<file path="src/rtl/ssx_pkg.sv">
package ssx_pkg;
  // register addresses
  localparam logic [1:0] ADDR_DATA = 2'd0;
  localparam logic [1:0] ADDR_CTRL = 2'd1;
  localparam logic [1:0] ADDR_STAT = 2'd2;

  // control bit positions
  localparam int CTRL_EN  = 0;
  localparam int CTRL_INH = 1;
  localparam int CTRL_EXT = 2;

  // strobes from control to datapath
  typedef struct packed {
    logic load;
    logic shift;
    logic clear;
  } ssx_strobe_t;
endpackage

</file>
<file path="src/rtl/ssx_sync.sv">
module ssx_sync #(
  parameter int STAGES = 2
) (
  input  logic clk,
  input  logic rstN,
  input  logic din,
  output logic fallPulse
);
  logic [STAGES:0] pipe;

  always_ff @(posedge clk or negedge rstN) begin
    if (!rstN) pipe <= '1;
    else       pipe <= {pipe[STAGES-1:0], din};
  end

  // older stage high, newer stage low: a falling edge has arrived
  assign fallPulse = pipe[STAGES] & ~pipe[STAGES-1];
endmodule

</file>
<file path="src/rtl/ssx_ctrl.sv">
module ssx_ctrl
  import ssx_pkg::*;
#(
  parameter int DATA_W   = 8,
  parameter int DIV_HALF = 4
) (
  input  logic        clk,
  input  logic        rstN,
  input  logic        ctrlWr,
  input  logic        enIn,
  input  logic        extIn,
  input  logic        inhReq,
  input  logic        bufEmpty,
  input  logic        extFall,
  output ssx_strobe_t strobe,
  output logic        enable,
  output logic        extMode,
  output logic        busy,
  output logic        shifting,
  output logic        txErr,
  output logic        irq,
  output logic        sckInt
);
  localparam int BIT_W = $clog2(DATA_W);
  localparam int DIV_W = $clog2(DIV_HALF + 1);
  localparam logic [BIT_W-1:0] LAST_BIT = BIT_W'(DATA_W - 1);
  localparam logic [DIV_W-1:0] DIV_LAST = DIV_W'(DIV_HALF - 1);

  logic [BIT_W-1:0] bitCnt;
  logic [DIV_W-1:0] divCnt;
  logic divWrap, intFall, fallEvt, lastBit, atBoundary, startOk;
  logic doLoad, doErr, doShift, doStop;

  always_comb begin
    divWrap    = (divCnt == DIV_LAST);
    intFall    = !extMode && shifting && divWrap && sckInt;
    fallEvt    = extMode ? extFall : intFall;
    lastBit    = (bitCnt == LAST_BIT);
    // a new byte may begin: after the last bit, or at once when parked
    atBoundary = shifting ? (fallEvt && lastBit) : (extMode ? extFall : 1'b1);
    startOk    = enable && !txErr && atBoundary;
    doLoad     = startOk && !bufEmpty;
    doErr      = startOk && bufEmpty && extMode;
    doShift    = shifting && fallEvt && !lastBit;
    doStop     = shifting && fallEvt && lastBit && !doLoad;
  end

  always_comb begin
    strobe.load  = doLoad && !inhReq;
    strobe.shift = doShift && !inhReq;
    strobe.clear = inhReq;
  end

  always_ff @(posedge clk or negedge rstN) begin
    if (!rstN) begin
      enable   <= 1'b0;
      extMode  <= 1'b0;
      busy     <= 1'b0;
      shifting <= 1'b0;
      txErr    <= 1'b0;
      irq      <= 1'b0;
      sckInt   <= 1'b1;
      divCnt   <= '0;
      bitCnt   <= '0;
    end else if (inhReq) begin
      enable   <= 1'b0;
      busy     <= 1'b0;
      shifting <= 1'b0;
      txErr    <= 1'b0;
      irq      <= 1'b0;
      sckInt   <= 1'b1;
      divCnt   <= '0;
      bitCnt   <= '0;
    end else begin
      irq <= 1'b0;
      if (ctrlWr) begin
        enable  <= enIn;
        extMode <= extIn;
      end
      if (shifting && !extMode) begin
        divCnt <= divWrap ? '0 : divCnt + 1'b1;
        if (divWrap && !sckInt) sckInt <= 1'b1;
      end
      if (doShift) begin
        bitCnt <= bitCnt + 1'b1;
        if (!extMode) sckInt <= 1'b0;
      end
      if (doStop) begin
        shifting <= 1'b0;
        sckInt   <= 1'b1;
      end
      if (doErr) begin
        txErr <= 1'b1;
        irq   <= 1'b1;
      end
      if (doLoad) begin
        shifting <= 1'b1;
        busy     <= 1'b1;
        bitCnt   <= '0;
        divCnt   <= '0;
        sckInt   <= extMode;
        irq      <= 1'b1;
      end else if (!enable && (doStop || !shifting)) begin
        busy <= 1'b0;
      end
    end
  end
endmodule

</file>
<file path="src/rtl/ssx_dp.sv">
module ssx_dp
  import ssx_pkg::*;
#(
  parameter int DATA_W = 8
) (
  input  logic              clk,
  input  logic              rstN,
  input  logic              bufWr,
  input  logic [DATA_W-1:0] wrData,
  input  ssx_strobe_t       strobe,
  input  logic              shifting,
  output logic [DATA_W-1:0] txBuf,
  output logic              bufEmpty,
  output logic              sdo
);
  logic [DATA_W-1:0] shiftReg;

  always_ff @(posedge clk or negedge rstN) begin
    if (!rstN) begin
      txBuf    <= '0;
      shiftReg <= '0;
      bufEmpty <= 1'b1;
    end else if (strobe.clear) begin
      txBuf    <= '0;
      shiftReg <= '0;
      bufEmpty <= 1'b1;
    end else begin
      if (strobe.load)       shiftReg <= txBuf;
      else if (strobe.shift) shiftReg <= {shiftReg[DATA_W-2:0], 1'b0};
      if (bufWr) begin
        txBuf    <= wrData;
        bufEmpty <= 1'b0;
      end else if (strobe.load) begin
        bufEmpty <= 1'b1;
      end
    end
  end

  assign sdo = shifting ? shiftReg[DATA_W-1] : 1'b1;
endmodule

</file>
<file path="src/rtl/ssx_tx.sv">
module ssx_tx
  import ssx_pkg::*;
#(
  parameter int DATA_W      = 8,
  parameter int DIV_HALF    = 4,
  parameter int SYNC_STAGES = 2
) (
  input  logic              clk,
  input  logic              rstN,
  input  logic              regWr,
  input  logic [1:0]        regAddr,
  input  logic [DATA_W-1:0] regWdata,
  output logic [DATA_W-1:0] regRdata,
  input  logic              sckIn,
  output logic              sckOut,
  output logic              sckOe,
  output logic              sdo,
  output logic              irq
);
  localparam int STAT_W = 4;

  ssx_strobe_t strobe;
  logic bufWr, ctrlWr, inhReq, extFall;
  logic bufEmpty, enable, extMode, busy, shifting, txErr, sckInt;
  logic [DATA_W-1:0] txBuf;
  logic [STAT_W-1:0] status;

  assign bufWr  = regWr && (regAddr == ADDR_DATA);
  assign ctrlWr = regWr && (regAddr == ADDR_CTRL);
  assign inhReq = ctrlWr && regWdata[CTRL_INH];

  ssx_sync #(.STAGES(SYNC_STAGES)) u_sync (
    .clk(clk), .rstN(rstN), .din(sckIn), .fallPulse(extFall)
  );

  ssx_ctrl #(.DATA_W(DATA_W), .DIV_HALF(DIV_HALF)) u_ctrl (
    .clk(clk), .rstN(rstN), .ctrlWr(ctrlWr),
    .enIn(regWdata[CTRL_EN]), .extIn(regWdata[CTRL_EXT]),
    .inhReq(inhReq), .bufEmpty(bufEmpty), .extFall(extFall),
    .strobe(strobe), .enable(enable), .extMode(extMode), .busy(busy),
    .shifting(shifting), .txErr(txErr), .irq(irq), .sckInt(sckInt)
  );

  ssx_dp #(.DATA_W(DATA_W)) u_dp (
    .clk(clk), .rstN(rstN), .bufWr(bufWr), .wrData(regWdata),
    .strobe(strobe), .shifting(shifting), .txBuf(txBuf),
    .bufEmpty(bufEmpty), .sdo(sdo)
  );

  assign status = {txErr, shifting, busy, bufEmpty};
  assign sckOut = extMode ? 1'b1 : sckInt;
  assign sckOe  = !extMode;

  always_comb begin
    regRdata = '0;
    case (regAddr)
      ADDR_DATA: regRdata = txBuf;
      ADDR_CTRL: begin
        regRdata[CTRL_EN]  = enable;
        regRdata[CTRL_EXT] = extMode;
      end
      ADDR_STAT: regRdata[STAT_W-1:0] = status;
      default:   regRdata = '0;
    endcase
  end
endmodule

</file>
<file path="config.mk">
export PLATFORM = sky130hd
export DESIGN_NAME = ssx_tx
export DESIGN_NICKNAME = d
export VERILOG_FILES = /design/src/rtl/ssx_pkg.sv /design/src/rtl/ssx_sync.sv /design/src/rtl/ssx_ctrl.sv /design/src/rtl/ssx_dp.sv /design/src/rtl/ssx_tx.sv
export SDC_FILE = /design/constraint.sdc
export NUM_CORES = 1
export LEC_CHECK = 0
export BUFFER_PORTS_ARGS = -buffer_cell sky130_fd_sc_hd__buf_2
export CORE_AREA = 5 5 71 67
export DETAILED_ROUTE_END_ITERATION = 8
export DIE_AREA = 0 0 76 72
export PLACE_DENSITY_LB_ADDON = 0.05
export SETUP_SLACK_MARGIN = 0.02
export SYNTH_ARGS = -nofsm -noshare
export SYNTH_HDL_FRONTEND = slang
export SYNTH_SLANG_ARGS = --single-unit
</file>
<file path="constraint.sdc">
create_clock -name clk -period 2 [get_ports clk]
set_clock_uncertainty 0.2 [all_clocks]
set_input_delay 0.4 -clock clk [delete_from_list [all_inputs] [get_ports clk]]
set_output_delay 0.4 -clock clk [all_outputs]
set_load 0.05 [all_outputs]
</file>
## Word-level counts from Yosys, hierarchy flattened

Cells that the tools add are included.

- $lt $le $gt $ge: 0
- Multiply operators: 0
- Eq/ne operators: 4
- Divide/modulo/power cells: 0
- Add/subtract/negate cells: 2
- Shift operators: 0
- Reductions and logical operators: 41
- Bitwise gates (word level): 3
- Multiplexer cells: 45

Operators with widths:

| cell | count |
|---|---|
| $mux 8 | 5 |
| $mux 1 | 28 |
| $mux 3 | 7 |
| $logic_and 1x1->1 | 20 |
| $reduce_bool 3->1 | 6 |
| $logic_not 1->1 | 9 |
| $add 3x1->3 const B | 2 |
| $pmux 1 s3 | 2 |
| $reduce_bool 2->1 | 3 |
| $mux 4 | 1 |
| $pmux 1 s2 | 2 |
| $eq 3x2->1 const B | 1 |
| $eq 3x3->1 const B | 1 |
| $eq 2x1->1 const B | 1 |
| $eq 2x2->1 const B | 1 |
| $logic_not 2->1 | 1 |
| $not 1->1 | 2 |
| $reduce_and 2->1 | 1 |
| $and 1x1->1 | 1 |
| $logic_or 1x1->1 | 1 |

- Memory bits (read-only): 0
- Bits of input ports: 14
- Register bits after elaboration: 33
- Memories kept: 0
- RAM bits: 0
- Logic and storage cells: 108
- Bits in latches: 0
- Output and inout bits: 12

## Longest topological paths before layout

- Word-level depth: 16
- Mapped depth: 7
- Mapped depth without buffers: 7

## Modules after synthesis

Synthesis repeated with hierarchy kept, for this count alone.

- Cells, all modules: 167
- Area, all modules: 1759.2 um^2

Modules (own cells, without submodules):

| module | cells each | area an instance (um^2) | times used |
|---|---|---|---|
| ssx_dp | 66 | 775.7 | 1 |
| ssx_ctrl | 77 | 743.2 | 1 |
| ssx_tx | 20 | 147.6 | 1 |
| ssx_sync | 4 | 92.6 | 1 |

## Worst setup path before layout

OpenSTA, ideal clock, no wires.

- Path type: input to output
- Start point: input regAddr[0]
- End point: output regRdata[0]
- Slack: -363 ps
- Arrival time: 1763 ps
- Cell stages on the path: 3
- Path through: buf_2 > mux2i_1 > o21ai_0

- Word-level cells in the longest chain between the ends: 2

RTL lines:

| element | line | text |
|---|---|---|
| from (decl) | ssx_tx.sv:11 | `input logic [1:0] regAddr,` |
| $eq 2x2->1 (tied with other cells) | ssx_tx.sv:56 | `case (regAddr)` |
| $pmux 1 s3 * | ssx_tx.sv:56 |  |
| to (decl) | ssx_tx.sv:13 | `output logic [DATA_W-1:0] regRdata,` |

Mark *: on every way between the ends. The rest lies on a longest branch, timed or not.

## Worst setup path in the final report

- Start point: register u_ctrl.bitCnt[1]
- End point: register u_dp.shiftReg[0]

- Word-level cells in the longest chain between the ends: 8

RTL lines:

| element | line | text |
|---|---|---|
| from (decl) | ssx_ctrl.sv:29 | `logic [BIT_W-1:0] bitCnt;` |
| from (signal assigned) | ssx_ctrl.sv:85 | `bitCnt <= bitCnt + 1'b1;` |
| $eq 3x3->1 * | ssx_ctrl.sv:38 | `lastBit = (bitCnt == LAST_BIT);` |
| $logic_and 1x1->1 | ssx_ctrl.sv:40 | `atBoundary = shifting ? (fallEvt && lastBit) : (extMode ? extFall : 1'b1);` |
| $mux 1 | ssx_ctrl.sv:40 |  |
| $logic_and 1x1->1 | ssx_ctrl.sv:41 | `startOk = enable && !txErr && atBoundary;` |
| $logic_and 1x1->1 | ssx_ctrl.sv:42 | `doLoad = startOk && !bufEmpty;` |
| $logic_and 1x1->1 | ssx_ctrl.sv:49 | `strobe.load = doLoad && !inhReq;` |
| $mux 8 | ssx_dp.sv:28 | `if (strobe.load) shiftReg <= txBuf;` |
| $mux 8 | ssx_dp.sv:23 | `end else if (strobe.clear) begin` |
| to (signal assigned) | ssx_dp.sv:28 |  |
| to (signal assigned) | ssx_dp.sv:29 | `else if (strobe.shift) shiftReg <= {shiftReg[DATA_W-2:0], 1'b0};` |
| to (decl) | ssx_dp.sv:16 | `logic [DATA_W-1:0] shiftReg;` |

Marked as above.
A chain may end at the register's enable or synchronous reset.

==> impl_summary.txt <==
----------------------------------------------------
[Placed design]
  Placement-stage cell area ... 1959 µm²
  Minimum setup slack after placement ... -0.1065 ns
  Inst Count DP ... 242
  HPWL after detailed placement ... 2.854 mm
  Buffers added on ports ... 25
  Global placer's final weighted congestion ... 0.8192

[Yosys]
  Post-Syn Area ... 1683 µm²
  Commonest cells post-synth ... dfrtp_1, nand2_1, nor2_1
  Most repeated cell in the gate-level netlist after synthesis ... dfrtp_1
  Gate Count Post-Synth ... 162
  Async set-or-reset flop fraction in the synthesized netlist ... 100.0%
  Netlist cell types ... 41
  Post-synthesis cell type with the largest combined area ... dfrtp_1
  Portion of synthesized cell area occupied by the leading cell type ... 41.64%
  Post-synth EDFFs ... 0
  Synthesized area per cell ... 10.39 µm²
  Cell types occupying the most area after synthesis ... dfrtp_1, mux2i_1, dfstp_2, nand2_1, o2bb2ai_1
  Yosys synthesis warning count ... 0
  Synthesized Nets ... 179
  FF+latch count, synth ... 33
  Commonest register cell after synthesis ... dfrtp_1
  Seq/Total Area, Yosys ... 49.44%

[Pwr]
  Maximum vdd ir drop ... 0.4671 mV
  Leakage ... 1.029 nW
  Final total power ... 2.473 mW
  Areal power density over the cells ... 1127 nW/µm²

[Outcome]
  Violated checks ... negative setup slack
  Status ... complete, but fails checks

[GRT]
  Largest net degree at the start of global routing ... 34
  Via count of the first global-routing pass ... 1408
  Global-route wire length before repair ... 6.644 mm
  Total grt overflow ... 0
  Initial antenna violation count ... 0
  Global-route usage over all layers ... 15.16%

[Timing]
  Post-Route Hold Slack ... 0.01607 ns
  Share of the cycle needed by the critical path after routing ... 101.4%
  Slew of the pin with the lowest slew margin ... 0.4103 ns
  Slew Limit Fails ... 0
  Final hold violation count ... 0
  Setup repair after global routing missed its margin ... yes
  Slack of the critical path ... -0.02731 ns
  Setup violations, final ... 2
  Clock period minus final worst setup slack ... 2.027 ns
  Achievable Freq ... 0.4933 GHz
  Normalized max-slew margin ... 72.64%
  Total negative setup slack ... -0.03583 ns

[Finish]
  Layout cells sized above 1 ... 38.57%
  Final cell area excluding filler cells ... 2195 µm²
  Share of the core filled with cells in the final layout ... 55.75%
  Filler cell count ... 358
  Ant diodes ... 0
  Post-route insts no fill ... 258
  Signed area change from the synthesized netlist to the final layout ... 30.41%
  Nets ... 226

[Critical path]
  Data required time of the critical path ... 1.97 ns
  Setup crit end kind ... flop
  Worst Path Max Fanout ... 3
  Worst Reg-to-Reg Cells ... 7
  Crit path kind ... reg -> reg
  Data arrival time of the worst path ... 1.99 ns
  Crit start category ... flop

[Clock network]
  Skew-Pair Late Insertion Delay ... 0.28 ns
  Number of buffers inserted during clock tree synthesis ... 5
  TritonCTS clock tree ... built
  Maximum buffer depth of the clock tree ... 2
  CTS H-tree depth ... 2
  Buffer type at the clock tree root ... clkbuf_8
  Number of sinks handled by clock tree synthesis ... 33
  Clock-pin slew on the worst setup and hold paths ... 0.06 ns

[Route]
  Detailed Routing Iterations Pass 1 ... 4
  Avg Vias per Cell ... 5.236
  Routed vias ... 1351
  Antenna Nets Post-Route ... 0
  Total Wirelength ... 3.853 mm
  Iteration-0 DRC Markers ... 45
  Drc violations ... 0
  Drt wl/cell ... 14.93 µm

[Floorplanning]
  Die outline width ... 76 µm
  Core footprint ... 3936 µm²
  Die boundary height ... 72 µm
  Initial core utilization ... 42.75%
  Row count ... 22
  Ports ... 26
  Area of the die ... 5472 µm²

[Min path]
  Type of the tightest min-delay check ... in -> reg
  Worst hold path cell count ... 1

[Job]
  Number of max-capacitance violations reported ... 0

----------------------------------------------------
-- registers in the layout (all words and copies together), names as in the netlist --
signal / flops
u_sync.pipe: 3
u_ctrl.bitCnt: 3
u_ctrl.txErr: 1
u_ctrl.extMode: 1
u_dp.txBuf: 8
u_ctrl.enable: 1
u_ctrl.sckInt: 1
u_dp.bufEmpty: 1
u_dp.shiftReg: 8
u_ctrl.irq: 1
u_ctrl.busy: 1
u_ctrl.shifting: 1
u_ctrl.divCnt: 3
-- cells by family (layout without fill, tap and decap cells) --
| group | count (synthesis) | count (layout) | share of synthesized area, % |
|---|---|---|---|
| buf+inv | 10 | 58 | 2.527 |
| compound gates | 36 | 36 | 16.13 |
| mux | 14 | 14 | 8.327 |
| fa+ha+maj | 3 | 3 | 2.231 |
| flops | 33 | 33 | 49.44 |
| xor+xnor | 1 | 1 | 0.5205 |
| simple gates | 65 | 65 | 20.82 |
-- layout make-up --
cell class              count  area (µm²)  share of cell area (%)
multi-input cells         119       884.6                   40.31
flip-flops and latches     33       833.3                   37.97
repair buffers             46       307.8                   14.03
clock buffers               7       86.33                   3.934
well taps                  48       60.06                   2.737
inverters                   4       15.01                  0.6842
clock inverters             1       7.507                  0.3421
-- metal layers --
layer  global-route usage, %  vias up  wire length, µm
met2                   22.24       37             1679
met5                       0        -                0
met4                   5.534        0               57
li1                        -      666                -
met1                   21.31      642             1927
met3                   4.342        6              187
-- path summary, 6_finish.rpt --
path                                         startpoint                            to  slack [ns]
hold / removal                                    sckIn      u_sync.pipe[0]$_DFF_PN1_        0.02
min in group asynchronous                          rstN  u_ctrl.divCnt[1]$_DFFE_PN0P_        0.46
hold reg to reg                u_sync.pipe[0]$_DFF_PN1_      u_sync.pipe[1]$_DFF_PN1_        0.16
setup reg to reg           u_ctrl.bitCnt[1]$_DFFE_PN0P_  u_dp.shiftReg[0]$_DFFE_PN0P_       -0.03
setup / recovery           u_ctrl.bitCnt[1]$_DFFE_PN0P_  u_dp.shiftReg[0]$_DFFE_PN0P_       -0.03
max in group asynchronous                          rstN      u_sync.pipe[1]$_DFF_PN1_        0.80
-- critical path: stages (launching register included) --
cell      delay (ns)
dfrtp_1         0.36
ha_2            0.19
ha_4            0.14
nor2b_4         0.05
a2111o_1        0.39
or3_4           0.42
nand3b_1        0.10
a21oi_1         0.06
-- where the power goes --
group          internal (mW)  switching (mW)
clock                  0.279           0.240
combinational          0.425           0.560
sequential             0.837           0.130
total                   1.54           0.931
-- cell usage in the layout (no fill, tap or decap), drive strengths merged, types with 2 or more instances in the layout --
cell type and n:
buf 45, dfrtp 28, nand2 22, nor2 16, mux2i 14, a21oi 11
o21ai 8, o2bb2ai 7, clkbuf 7, and2 6, dfstp 5, inv 4
nand3b 4, nand3 4, nand2b 3, nor3 3, ha 3, nor2b 2
-- timing repair --
action,4_1_cts,5_1_grt
buffers inserted,5,2
endpoints found under the hold margin,28,0
pin swaps,2,8
setup endpoints to repair,18,20
gates resized for setup,5,20
hold buffers,1,0
No activity file was read; power rests on OpenSTA's default activity.
